$ cat src/rtl/ata_fault_pkg.sv
package ata_fault_pkg;
  localparam int ST_W = 8;
  localparam int ER_W = 8;
  localparam int PH_W = 3;

  localparam int ST_BSY  = 7;
  localparam int ST_DRDY = 6;
  localparam int ST_DRQ  = 3;
  localparam int ST_ERR  = 0;

  localparam int ER_ICRC = 7;
  localparam int ER_UNC  = 6;
  localparam int ER_IDNF = 4;
  localparam int ER_ABRT = 2;

  localparam logic [PH_W-1:0] PH_ISSUE   = 3'd0;
  localparam logic [PH_W-1:0] PH_PKT_ACK = 3'd1;
  localparam logic [PH_W-1:0] PH_PIO     = 3'd2;
  localparam logic [PH_W-1:0] PH_CDB     = 3'd3;
  localparam logic [PH_W-1:0] PH_DONE    = 3'd4;

  typedef enum logic [2:0] {
    CL_OK    = 3'd0,
    CL_HSM   = 3'd1,
    CL_DEV   = 3'd2,
    CL_CHK   = 3'd3,
    CL_MEDIA = 3'd4,
    CL_ADDR  = 3'd5,
    CL_BUS   = 3'd6
  } cls_e;

  localparam int N_CLS = 7;

  typedef struct packed {
    logic bsy;
    logic drdy;
    logic drq;
    logic err;
    logic icrc;
    logic unc;
    logic idnf;
    logic abrt;
  } flags_t;
endpackage

$ cat src/rtl/ata_flag_extract.sv
module ata_flag_extract
  import ata_fault_pkg::*;
#(
  parameter int SW = ST_W,
  parameter int EW = ER_W
) (
  input  logic [SW-1:0] status_i,
  input  logic [EW-1:0] error_i,
  output flags_t        flags_o
);
  always_comb begin
    flags_o.bsy  = status_i[ST_BSY];
    flags_o.drdy = status_i[ST_DRDY];
    flags_o.drq  = status_i[ST_DRQ];
    flags_o.err  = status_i[ST_ERR];
    flags_o.icrc = error_i[ER_ICRC];
    flags_o.unc  = error_i[ER_UNC];
    flags_o.idnf = error_i[ER_IDNF];
    flags_o.abrt = error_i[ER_ABRT];
  end

  // remaining register bits carry no meaning for classification
  logic unused_bits;
  assign unused_bits = ^{status_i[5:4], status_i[2:1], error_i[5], error_i[3], error_i[1:0]};
endmodule

$ cat src/rtl/ata_phase_rules.sv
module ata_phase_rules
  import ata_fault_pkg::*;
(
  input  logic [PH_W-1:0] phase_i,
  input  logic            atapi_i,
  input  logic            cdb_done_i,
  input  flags_t          flags_i,
  output cls_e            cls_o
);
  function automatic cls_e ata_sub(input flags_t f);
    if (f.icrc)      return CL_BUS;
    else if (f.unc)  return CL_MEDIA;
    else if (f.idnf) return CL_ADDR;
    else             return CL_DEV;
  endfunction

  logic err_seen;
  logic ready;
  cls_e exec_err;

  assign err_seen = !flags_i.bsy && flags_i.err;
  assign ready    = !flags_i.bsy && flags_i.drdy && !flags_i.drq;

  // error seen while executing: meaning depends on command type and CDB progress
  always_comb begin
    if (!atapi_i)        exec_err = ata_sub(flags_i);
    else if (cdb_done_i) exec_err = CL_CHK;
    else                 exec_err = CL_HSM;
  end

  always_comb begin
    cls_o = CL_HSM;
    case (phase_i)
      PH_ISSUE:   cls_o = ready ? CL_OK : CL_HSM;
      PH_PKT_ACK: begin
        if (!atapi_i)       cls_o = CL_HSM;
        else if (!err_seen) cls_o = CL_OK;
        else if (flags_i.abrt) cls_o = CL_DEV;
        else                cls_o = CL_HSM;
      end
      PH_PIO: begin
        if (err_seen)                         cls_o = exec_err;
        else if (!flags_i.bsy && !flags_i.drq) cls_o = CL_HSM;
        else                                  cls_o = CL_OK;
      end
      PH_CDB: begin
        if (!atapi_i)      cls_o = CL_HSM;
        else if (err_seen) cls_o = cdb_done_i ? CL_CHK : CL_HSM;
        else               cls_o = CL_OK;
      end
      PH_DONE: begin
        if (flags_i.drq)   cls_o = CL_HSM;
        else if (err_seen) cls_o = exec_err;
        else               cls_o = CL_OK;
      end
      default: cls_o = CL_HSM;
    endcase
  end
endmodule

$ cat src/rtl/ata_class_reg.sv
module ata_class_reg
  import ata_fault_pkg::*;
#(
  parameter int NC = N_CLS
) (
  input  logic          clk_i,
  input  logic          rst_ni,
  input  logic          vld_i,
  input  cls_e          cls_i,
  input  logic          clr_i,
  output logic          vld_o,
  output logic [NC-1:0] onehot_o,
  output logic          rreq_o
);
  logic [NC-1:0] onehot_d;
  logic          hsm_hit;

  for (genvar g = 0; g < NC; g++) begin : g_dec
    assign onehot_d[g] = vld_i && (int'(cls_i) == g);
  end

  assign hsm_hit = vld_i && (cls_i == CL_HSM);

  always_ff @(posedge clk_i or negedge rst_ni) begin
    if (!rst_ni) begin
      vld_o    <= 1'b0;
      onehot_o <= '0;
      rreq_o   <= 1'b0;
    end else begin
      vld_o    <= vld_i;
      onehot_o <= onehot_d;
      if (hsm_hit)    rreq_o <= 1'b1;
      else if (clr_i) rreq_o <= 1'b0;
    end
  end

  p_one_class_r1: assert property (@(posedge clk_i) disable iff (!rst_ni)
    vld_o |-> ($countones(onehot_o) == 1));
  p_idle_zero_r1: assert property (@(posedge clk_i) disable iff (!rst_ni)
    !vld_o |-> (onehot_o == '0));
  p_hsm_sets_r9: assert property (@(posedge clk_i) disable iff (!rst_ni)
    (vld_o && onehot_o[CL_HSM]) |-> rreq_o);
  p_sticky_r9: assert property (@(posedge clk_i) disable iff (!rst_ni)
    (rreq_o && !clr_i) |=> rreq_o);
  p_clear_r9: assert property (@(posedge clk_i) disable iff (!rst_ni)
    (clr_i && !hsm_hit) |=> !rreq_o);
endmodule

$ cat src/rtl/ata_fault_sorter.sv
module ata_fault_sorter
  import ata_fault_pkg::*;
(
  input  logic             clk_i,
  input  logic             rst_ni,
  input  logic             smp_valid_i,
  input  logic [PH_W-1:0]  phase_i,
  input  logic             atapi_i,
  input  logic             cdb_done_i,
  input  logic [ST_W-1:0]  status_i,
  input  logic [ER_W-1:0]  error_i,
  input  logic             reset_clr_i,
  output logic             cls_valid_o,
  output logic [N_CLS-1:0] cls_o,
  output logic             reset_req_o
);
  flags_t flags;
  cls_e   cls_d;

  ata_flag_extract #(.SW(ST_W), .EW(ER_W)) i_extract (
    .status_i (status_i),
    .error_i  (error_i),
    .flags_o  (flags)
  );

  ata_phase_rules i_rules (
    .phase_i    (phase_i),
    .atapi_i    (atapi_i),
    .cdb_done_i (cdb_done_i),
    .flags_i    (flags),
    .cls_o      (cls_d)
  );

  ata_class_reg #(.NC(N_CLS)) i_out (
    .clk_i    (clk_i),
    .rst_ni   (rst_ni),
    .vld_i    (smp_valid_i),
    .cls_i    (cls_d),
    .clr_i    (reset_clr_i),
    .vld_o    (cls_valid_o),
    .onehot_o (cls_o),
    .rreq_o   (reset_req_o)
  );

  p_strobe_r1: assert property (@(posedge clk_i) disable iff (!rst_ni)
    smp_valid_i |=> cls_valid_o);
  p_issue_ready_r2: assert property (@(posedge clk_i) disable iff (!rst_ni)
    (smp_valid_i && phase_i == PH_ISSUE && !status_i[ST_BSY] && status_i[ST_DRDY]
     && !status_i[ST_DRQ]) |=> cls_o[CL_OK]);
  p_drq_done_r4: assert property (@(posedge clk_i) disable iff (!rst_ni)
    (smp_valid_i && phase_i == PH_DONE && status_i[ST_DRQ]) |=> cls_o[CL_HSM]);
  p_chk_after_cdb_r7: assert property (@(posedge clk_i) disable iff (!rst_ni)
    (smp_valid_i && atapi_i && cdb_done_i && phase_i == PH_CDB && !status_i[ST_BSY]
     && status_i[ST_ERR]) |=> cls_o[CL_CHK]);
  p_bad_phase_r10: assert property (@(posedge clk_i) disable iff (!rst_ni)
    (smp_valid_i && phase_i > PH_DONE) |=> (cls_o[CL_HSM] && reset_req_o));
endmodule

$ cat config.mk
export PLATFORM = sky130hd
export DESIGN_NAME = ata_fault_sorter
export DESIGN_NICKNAME = d
export VERILOG_FILES = /design/src/rtl/ata_fault_pkg.sv /design/src/rtl/ata_flag_extract.sv /design/src/rtl/ata_phase_rules.sv /design/src/rtl/ata_class_reg.sv /design/src/rtl/ata_fault_sorter.sv
export SDC_FILE = /design/constraint.sdc
export NUM_CORES = 1
export LEC_CHECK = 0
export BUFFER_PORTS_ARGS = -buffer_cell sky130_fd_sc_hd__buf_4
export CAP_MARGIN = 20
export CORE_AREA = 2 2 39 41
export CTS_BUF_LIST = sky130_fd_sc_hd__clkbuf_8
export DETAILED_ROUTE_END_ITERATION = 16
export DIE_AREA = 0 0 41 43
export GPL_ROUTABILITY_DRIVEN = 1
export GPL_TIMING_DRIVEN = 0
export PLACE_DENSITY = 0.75
export RECOVER_POWER = 50
export SETUP_SLACK_MARGIN = 0.5
export SLEW_MARGIN = 20
export SYNTH_ARGS = -nofsm -noshare
export SYNTH_HDL_FRONTEND = slang
export SYNTH_SLANG_ARGS = --single-unit
$ cat constraint.sdc
create_clock -name clk_i -period 1.1 [get_ports clk_i]
set_clock_uncertainty 0.2 [all_clocks]
set_input_delay 0.055 -clock clk_i [delete_from_list [all_inputs] [get_ports clk_i]]
set_output_delay 0.055 -clock clk_i [all_outputs]
set_load 0.02 [all_outputs]
# After elaboration in Yosys (flattened, before gate mapping)
# Index checks and enable logic that the tools add are counted.
# totals
reg_bits	9
word_cells	49
# classes
n_eq_ne	11
mux	18
reduce_logical	17
# ops
operator	n
3-bit 2-to-1 mux	10
3-bit == test, second input constant	5
3-bit case mux with 5 select lines	1
3-bit by 2-bit == test with 1-bit output, second input constant	4
1-bit logical AND	12
3-bit by 1-bit == test with 1-bit output, second input constant	2
3-bit zero test	2
2-bit 2-to-1 mux	3
1-bit 2-to-1 mux	4
1-bit zero test	2
2-bit nonzero test	1

# Longest topological paths before layout
# Gate-level depths: netlist (run 1).
# logic_depth
word_depth	10
mapped_depth	6

# Hierarchy
# From an unflattened synthesis (run 1), not the netlist that was laid out.
# unflattened
cells_unflattened	65
area_unflattened_um2	593.1
# modules_own_cells
module	n_inst	cells_each	area_per_inst_um2
ata_class_reg	1	23	300.3
ata_phase_rules	1	34	232.7
ata_flag_extract	1	8	60.1

# Worst setup path after synthesis (run 1)
# Ideal clock, no wire load.
# synth_path
path_kind	input port to flip-flop
from	input phase_i[0]
to	register i_out.onehot_o[2]
setup_time_ps	72
arrival_ps	1382
t_required_ps	828
path_slack_ps	-554
cell_stages	6
n_path_buf	1
path_cell_list	buf_6 -> nor4b_2 -> o22ai_1 -> a221o_1 -> or3b_1 -> nor2_1
# synth_via
elab_chain_cells	4
# synth_rtl
item	line	text
start: declaration	ata_fault_sorter.sv:7	input logic [PH_W-1:0] phase_i,
3-bit == test (tied with other cells)	ata_phase_rules.sv:33	case (phase_i)
3-bit case mux with 5 select lines *	ata_phase_rules.sv:33	
3-bit == test *	ata_class_reg.sv:19	assign onehot_d[g] = vld_i && (int'(cls_i) == g);
1-bit logical AND *	ata_class_reg.sv:19	
named net i_out.onehot_d[2]	ata_class_reg.sv:15	logic [NC-1:0] onehot_d;
end signal: assignment	ata_class_reg.sv:31	onehot_o <= onehot_d;
end: declaration	ata_class_reg.sv:12	output logic [NC-1:0] onehot_o,
# Mark *: on every way through the listed nets, which the timed path passes. The rest lies on a longest branch.
# A chain may end at the register's enable or synchronous reset.

# Final worst setup path (run 1)
# Ends and elaborated chain as after synthesis.

==> results.tsv, run 1 <==
metric	value	unit
coreArea	1380	um2
critPathLaunchType	primary input	
synth.ff_latch_count	9	
synth_area	518	um2
clockBufferDepth	2	
grt_pass1_wl	2100	um
hpwl	967	um
syn-num-nets	82	
rsz0062_at_grt	true	
drtIter0Drc	7	
clkSinkCount	9	
firstDrtPassIters	4	
start_util	37.4	%
period_share	131	%
grt_pass1_vias	527	
cp.arrival	1.40	ns
grt_max_degree	11	
viasPerCell	5.16	
setup_violations	8	
violations	negative hold slack, negative setup slack	
rows	14	
drive_gt1_share	46.7	%
grt_use_total	17.5	%
setup_slack	-0.342	ns
vias	547	
synth_warnings	0	
path_clk_slew	0.04	ns
cts_hold_buf	1	
nets	116	
post_drt_wl_per_cell	12.0	um
ir_drop	0.516	mV
leakagePower	0.412	nW
dpl-instance-area	731	um2
design_area	887	um2
finalHoldViolCount	16	
syn_to_final_growth	71.3	%
n_antenna_cell	0	
route.final.wire_length	1280	um
ant_nets	0	
cp_data_required_time	1.06	ns
crit_fanout	7	
ys_seq_area_share	43.5	%
layout_common_cells	buf_4 (18), buf_6 (11), nor2_1 (10)	
root_buffer	clkbuf_8	
die_area	1760	um2
syn_inst	57	
synth_cell_type_count	29	
final_common_cell	buf_4	
worst_setup_path_end_kind	flip-flop	
cts_htree_levels	1	
slew_headroom	82.2	%
clock_latency	0.23	ns
worstMarginPinSlew	0.267	ns
fillerInstances	120	
cts_tree	done	
die_w	41	um
min_path_type	in -> reg	
whs	-0.219	ns
overflow	0	
die-height	43	um
slew_violations	0	
powerDensity	1050	nW/um2
drcViolationCount	0	
critPathKind	in -> reg	
fin_tns_setup	-1.72	ns
syn_area_per_cell	9.09	um2
portBuffers	23	
io_pins	34	
antenna_found_initial	0	
power	0.000928	W
gp_congestion	0.723	
cts_buffers	3	
fmax	693	MHz
status	complete, but fails checks	
cap_violations	0	
min_period	1.44	ns
[critical path, cell delays in order]
cell	delay (ns)
buf_12	0.11
nor4b_4	0.27
o22ai_1	0.11
a221o_1	0.34
or3b_4	0.39
nor2_2	0.11
[cell usage after synthesis]
library cell,number,share of area (%)
dfrtp_1,9,43
buf_2,1,0.97
and3_1,1,1.2
a32oi_1,1,1.7
o311a_1,1,1.9
nor2_1,12,8.7
nand3b_1,1,1.4
o21ai_0,1,0.97
nor3_1,1,0.97
a221o_1,1,1.9
nor3b_2,1,2.4
nand2_1,3,2.2
nand2b_1,2,2.4
nand3_1,2,1.9
o22ai_1,2,2.4
o221ai_1,1,1.7
nor4b_2,1,2.9
or3_1,1,1.2
nand4_1,1,1.2
buf_6,1,2.2
a2111o_1,1,2.2
a21oi_1,1,0.97
nor4b_1,1,1.7
nor4_1,1,1.2
o2111ai_1,1,1.7
or3b_1,1,1.7
nor2b_1,2,2.4
inv_1,4,2.9
nor3b_1,1,1.4
[layer usage]
layer / routed length (um) / track usage [%] / vias to the layer above / share of wire (%)
met1: 480 / 17.7 / 250 / 38
met3: 89 / 4.71 / 2 / 7.0
met5: 0 / 0 / - / 0
met4: 14 / 8.00 / 0 / 1.1
li1: - / - / 273 / -
met2: 692 / 30.6 / 22 / 54
[path summary, 6_finish.rpt]
check / from / end / slack, ns / cells past startpoint
worst max register to register: i_out.rreq_o / i_out.rreq_o / 0.25 / 2
max in group asynchronous: rst_ni / i_out.rreq_o / 0.58 / 2
worst min register to register: i_out.rreq_o / i_out.rreq_o / 0.37 / 2
worst min-delay path: smp_valid_i / i_out.vld_o / -0.22 / 1
worst max-delay path: phase_i[0] / i_out.onehot_o[2] / -0.34 / 6
min in group asynchronous: rst_ni / i_out.onehot_o[3] / -0.02 / 2
[registers in the layout, summed over array words and instances, names as in the netlist]
name,cells
i_out.onehot_o,7
i_out.rreq_o,1
i_out.vld_o,1
[report_power, final]
part / total [W] / internal (W) / switching [W]
sequential: 0.000354 / 0.000347 / 0.00000694
combinational: 0.000213 / 0.000111 / 0.000102
clock: 0.000361 / 0.000242 / 0.000119
[through the flow]
step	util, %	setup WS, ns	std cells
floorplan	-	-0.499	57
global placement	52.8	-0.588	96
detailed placement	52.8	-0.599	96
CTS	62.0	-0.331	104
global route	64.1	-0.406	106
finish	64.1	-0.342	106
[layout make-up]
type	count	area, um2	share of cell area [%]
plain buffers	2	27.5	3.10
flip-flops and latches	9	226	25.5
inverters	4	15.0	1.69
multi-input cells	42	292	32.9
well taps	16	20.0	2.26
repair buffers	29	262	29.5
clock buffers	3	41.3	4.65
clock inverters	1	3.75	0.423
[cell families after synthesis]
kind of cell | count (synthesis) | share of synthesized area (%)
AO/OA/AOI/OAI | 10 | 15.5
buffers and inverters | 6 | 6.04
flip-flops | 9 | 43.5
AND/OR/NAND/NOR | 32 | 35.0
[repair_timing]
item,4_1_cts,5_1_grt
endpoints found under the hold margin,16,11
pin swaps,4,5
buffers inserted,3,2
resized for setup,13,5
setup endpoints to repair,17,17
Power figures use the tool's default switching activity.
==> run 2, diff against run 1 <==
BUFFER_PORTS_ARGS = -buffer_cell sky130_fd_sc_hd__buf_2   (was -buffer_cell sky130_fd_sc_hd__buf_4)
==> run 2 against run 1 <==
The run still ends with negative hold slack, negative setup slack left. Cell count decreased by 1.9%. Worst hold slack got worse by 0.25 ns. Sequential share of layout area grew 1.6 points.
==> results.tsv, run 2 (synthesized netlist as in run 1, its figures left out) <==
metric	value	unit	change
status	complete, but fails checks		
violations	negative hold slack, negative setup slack		
finalHoldViolCount	16		unchanged
largest_register_ffs	7		unchanged
cts_htree_levels	1		unchanged
leakagePower	0.388	nW	-5.9%
slowest_stage	or3b_1		
cts_buffers	3		unchanged
syn_to_final_growth	60.9	%	
rsz0062_at_grt	true		
critPathKind	in -> reg		
start_util	37.4	%	unchanged
grt_use_total	16.1	%	-1.3 points
slew_headroom	71.1	%	-11 points
nets	114		-1.7%
gp_congestion	0.719		-0.50%
die_w	41	um	unchanged
n_antenna_cell	0		unchanged
io_pins	34		unchanged
grt_pass1_vias	487		-7.6%
ant_nets	0		unchanged
grt_max_degree	11		unchanged
antenna_found_initial	0		unchanged
layout_common_cells	buf_2 (12), nor2_1 (11), buf_6 (10)		
coreArea	1380	um2	unchanged
worst_setup_path_end_kind	flip-flop		
drive_gt1_share	42.0	%	-4.6 points
final_common_cell	buf_2		
setup_violations	8		unchanged
cp_data_required_time	1.05	ns	about the same
pwr-share-comb	21.7	%	-1.3 points
grt_pass1_wl	1890	um	-9.9%
overflow	0		unchanged
hpwl	889	um	-8.1%
netSwitchingFraction	24.9	%	+0.35 points
clockBufferDepth	2		unchanged
design_area	833	um2	-6.1%
vias	552		+0.91%
cts_tree	done		
switchingPower	0.000228	W	about the same
powerDensity	1100	nW/um2	+4.9%
period_share	132	%	+0.86 points
ir_drop	0.424	mV	-18%
firstDrtPassIters	4		unchanged
die-height	43	um	unchanged
viasPerCell	5.31		+2.9%
slowest_delay	0.37	ns	-0.02 ns
root_buffer	clkbuf_8		
drtIter0Drc	9		+2
crit_chain	buf_12, nor4b_4, o22ai_1, a221o_1, or3b_1, nor2_1		
fmax	689	MHz	-0.65%
top_regs	i_out.onehot_o x7, i_out.rreq_o x1, i_out.vld_o x1		
power_frac_seq	38.7	%	+0.6 points
top_register	i_out.onehot_o		
slew_violations	0		unchanged
crit_fanout	6		-1
clock_latency	0.23	ns	about the same
cp.arrival	1.41	ns	about the same
setup_slack	-0.352	ns	-0.00950 ns
rows	14		unchanged
portBuffers	23		unchanged
internal_power	0.000686	W	-1.9%
drcViolationCount	0		unchanged
die_area	1760	um2	unchanged
stdcell_count	104		-1.9%
min_path_type	in -> async		
route.final.wire_length	1180	um	-7.5%
whs	-0.464	ns	-0.245 ns
cap_violations	0		unchanged
dpl-instance-area	673	um2	-7.9%
post_drt_wl_per_cell	11.4	um	-5.7%
clkPwrFrac	39.6	%	+0.7 points
worstMarginPinSlew	0.433	ns	+0.166 ns
path_clk_slew	0.04	ns	about the same
critPathLaunchType	primary input		
place_inst	96		unchanged
clkSinkCount	9		unchanged
min_period	1.45	ns	+0.00950 ns
-- run 2: repair_timing --
action | 4_1_cts | 5_1_grt
gates cloned | 0 | 0
hold endpoints to repair | 16 | 16
setup endpoints to repair | 17 | 17
buffers inserted | 3 | 1
pin swaps | 3 | 2
gates resized for setup | 23 | 2
-- run 2: critical path: cells and delay by family --
family | cells | cell delay [ns]
AND/OR/NAND/NOR | 3 | 0.77
AO/OA/AOI/OAI | 2 | 0.47
buffers and inverters | 1 | 0.11
-- run 2: cell type report --
| class | instances | area [um2] |
|---|---|---|
| Tap cell | 16 | 20.0 |
| Buffer | 2 | 27.5 |
| Timing Repair Buffer | 27 | 206 |
| Clock inverter | 1 | 3.75 |
| Clock buffer | 3 | 41.3 |
| Fill cell | 117 | 551 |
| Inverter | 4 | 15.0 |
| Sequential cell | 9 | 226 |
| Multi-Input combinational cell | 42 | 293 |
-- run 2: path summary, 6_finish.rpt --
path                                    from           endpoint  slack, ns  depth (start not counted)
max in group asynchronous             rst_ni       i_out.rreq_o       0.84                          1
worst min register to register  i_out.rreq_o       i_out.rreq_o       0.48                          3
min in group clk_i               smp_valid_i        i_out.vld_o      -0.21                          1
worst max-delay path              phase_i[0]  i_out.onehot_o[2]      -0.35                          6
worst max register to register  i_out.rreq_o       i_out.rreq_o       0.14                          3
worst min-delay path                  rst_ni  i_out.onehot_o[3]      -0.46                          1
-- run 2: routing by layer --
layer	vias up	track usage, %	wire [um]
met5	-	0	0
met4	0	12.0	34
met3	5	4.71	82
met2	27	26.6	607
met1	250	15.6	455
li1	270	-	-
-- run 2: through the flow --
step / total power, W / utilization, % / setup slack (ns) / TNS, ns / hold WS, ns
6_report: 0.000914 / 60.2 / -0.352 / -1.85 / -0.464
5_1_grt: 0.000966 / 60.2 / -0.383 / -2.12 / -0.428
4_1_cts: 0.000919 / 59.0 / -0.352 / -1.83 / -0.532
3_5_place_dp: 0.000518 / 48.6 / -0.634 / -3.59 / -0.289
3_3_place_gp: 0.000515 / 48.6 / -0.600 / -3.56 / -0.297
2_1_floorplan: 0.000448 / - / -0.499 / -2.61 / -0.441
-- run 2: power by group through the flow --
stage / combinational, W / sequential (W) / clock (W)
after floorplan: 0.0000744 / 0.000374 / 0
after global placement: 0.000160 / 0.000355 / 0
after detailed placement: 0.000162 / 0.000356 / 0
after CTS: 0.000196 / 0.000354 / 0.000370
after global routing: 0.000219 / 0.000356 / 0.000392
final: 0.000198 / 0.000354 / 0.000362
==> run 3, diff against run 2 <==
TNS_END_PERCENT = 10   (was not set)
==> run 3 against run 2 <==
The flow still finishes with violations (negative hold slack, negative setup slack). Non-clock buffer count did not move. Cell count unchanged. Count of clock-buffer cells in the layout stayed put. First-iteration DRC count decreased by 33%. Setup slack improved by 0.036 ns. Cell area increased by 2.1%. Critical path type unchanged. Critical endpoint unchanged. Largest power group unchanged.
==> results.tsv, run 3 (synthesized netlist as in run 1, its figures left out) <==
metric	value	unit	change
status	complete, but fails checks		
violations	negative hold slack, negative setup slack		
grt_max_degree	11		unchanged
grt_use_total	16.4	%	+0.30 points
slew_violations	0		unchanged
power_frac_seq	38.0	%	-0.7 points
grt_pass1_wl	1960	um	+3.7%
io_pins	34		unchanged
gp_congestion	0.721		+0.25%
leakagePower	0.393	nW	+1.4%
fillerInstances	122		+4.3%
ant_nets	0		unchanged
coreArea	1380	um2	unchanged
start_util	37.4	%	unchanged
post_drt_wl_per_cell	12.7	um	+12%
crit_fanout	5		-1
n_antenna_cell	0		unchanged
slew_headroom	70.9	%	-0.25 points
powerDensity	1090	nW/um2	-0.42%
final_util	61.5	%	+1.3 points
r2r_setup_slack	0.26	ns	+0.12 ns
reg2reg_from	i_out.rreq_o		
worstHoldStart	reset_clr_i		
die_w	41	um	unchanged
die_area	1760	um2	unchanged
overflow	0		unchanged
cts_hold_buf	1		
top_register	i_out.onehot_o		
switchingPower	0.000236	W	+3.8%
netSwitchingFraction	25.4	%	+0.51 points
post-place-ws	-0.630	ns	+0.00335 ns
largest_register_ffs	7		unchanged
pwr-share-comb	22.0	%	+0.3 points
cap_violations	0		unchanged
clockBufferDepth	2		unchanged
clkPwrFrac	40.0	%	+0.4 points
internal_power	0.000693	W	+0.98%
slowest_delay	0.37	ns	about the same
die-height	43	um	unchanged
critPathLaunchType	primary input		
crit_chain	buf_12, nor4b_4, o22ai_1, a221o_1, or3b_1, nor2_1		
cts_buffers	3		unchanged
hold_depth	2		
layout_common_cells	nor2_1 (11), buf_2 (11), dfrtp_1 (9), buf_6 (9), inv_1 (5)		
drive_gt1_share	38.6	%	-3.4 points
rows	14		unchanged
place_inst	96		unchanged
top_regs	i_out.onehot_o x7, i_out.rreq_o x1, i_out.vld_o x1		
ir_drop	0.434	mV	+2.5%
hold_end	i_out.rreq_o		
cp_data_required_time	1.06	ns	about the same
vias	571		+3.4%
rsz0062_at_grt	true		
antenna_found_initial	0		unchanged
cts_htree_levels	1		unchanged
grt_pass1_vias	523		+7.4%
nets	114		unchanged
min_period	1.42	ns	-0.0356 ns
syn_to_final_growth	64.3	%	
setup_slack	-0.316	ns	+0.0356 ns
finalHoldViolCount	5		-11
fmax	706	MHz	+2.5%
worst_setup_path_end_kind	flip-flop		
cp.arrival	1.37	ns	-0.04 ns
drtIter0Drc	6		-3
drcViolationCount	0		unchanged
portBuffers	23		unchanged
setup_violations	8		unchanged
dpl-instance-area	662	um2	-1.7%
viasPerCell	5.49		+3.4%
design_area	851	um2	+2.1%
critPathKind	in -> reg		
period_share	129	%	-3.2 points
route.final.wire_length	1320	um	+12%
worstMarginPinSlew	0.437	ns	+0.00377 ns
r2r-end	i_out.rreq_o		
hpwl	886	um	-0.26%
clkSinkCount	9		unchanged
reg2regPathDepth	2		-1
stdcell_count	104		unchanged
cts_tree	done		
whs	-0.186	ns	+0.278 ns
root_buffer	clkbuf_8		
firstDrtPassIters	4		unchanged
path_clk_slew	0.05	ns	about the same
slowest_stage	or3b_1		
min_path_type	in -> reg		
clock_latency	0.23	ns	about the same
[run 3: how the worst max path moves through the flow]
stage,start,to,slack (ns),depth (start not counted)
floorplan,phase_i[0],i_out.onehot_o[2],-0.50,6
global route,phase_i[1],i_out.onehot_o[2],-0.38,6
detailed placement,phase_i[1],i_out.onehot_o[2],-0.63,6
finish,phase_i[1],i_out.onehot_o[2],-0.32,6
CTS,phase_i[0],i_out.onehot_o[3],-0.33,6
global placement,phase_i[1],i_out.onehot_o[2],-0.60,6
[run 3: per-layer routing]
metal	track usage [%]	routed length, um	up-vias
li1	-	-	268
met3	3.66	84	4
met5	0	0	-
met1	15.3	469	275
met2	28.7	736	24
met4	11.3	28	0
[run 3: power groups by stage]
stage	Sequential [W]	Clock (W)	Combinational, W
global placement	0.000354	0	0.000157
global route	0.000354	0.000400	0.000222
CTS	0.000353	0.000373	0.000189
detailed placement	0.000354	0	0.000160
finish	0.000353	0.000372	0.000204
floorplan	0.000373	0	0.0000720
[run 3: cell type report]
cell class	count	area, um2	area share [%]
clock inverters	1	3.75	0.441
well taps	16	20.0	2.35
multi-input cells	42	284	33.4
repair buffers	27	234	27.5
clock buffers	3	41.3	4.85
flip-flops and latches	9	225	26.5
plain buffers	2	27.5	3.24
inverters	4	15.0	1.76
[run 3: worst max-delay path: cells and delay by family]
| kind | cells | cell delay (ns) |
|---|---|---|
| buf+inv | 1 | 0.11 |
| compound gates | 2 | 0.45 |
| simple gates | 3 | 0.77 |
[run 3: timing repair]
item                                    4_1_cts  5_1_grt
endpoints found under the hold margin        18        6
pin swaps                                     1        4
gates cloned                                  0        1
resized for setup                            25        4
buffers inserted                              1        1
endpoints found under the setup margin       17       26
[run 3: stage by stage]
stage / TNS (ns) / hold slack (ns) / total power [W]
finish: -1.71 / -0.186 / 0.000929
global route: -2.38 / -0.186 / 0.000976
CTS: -1.90 / -0.227 / 0.000915
detailed placement: -4.20 / -0.292 / 0.000514
global placement: -3.99 / -0.298 / 0.000510
floorplan: -2.91 / -0.441 / 0.000445
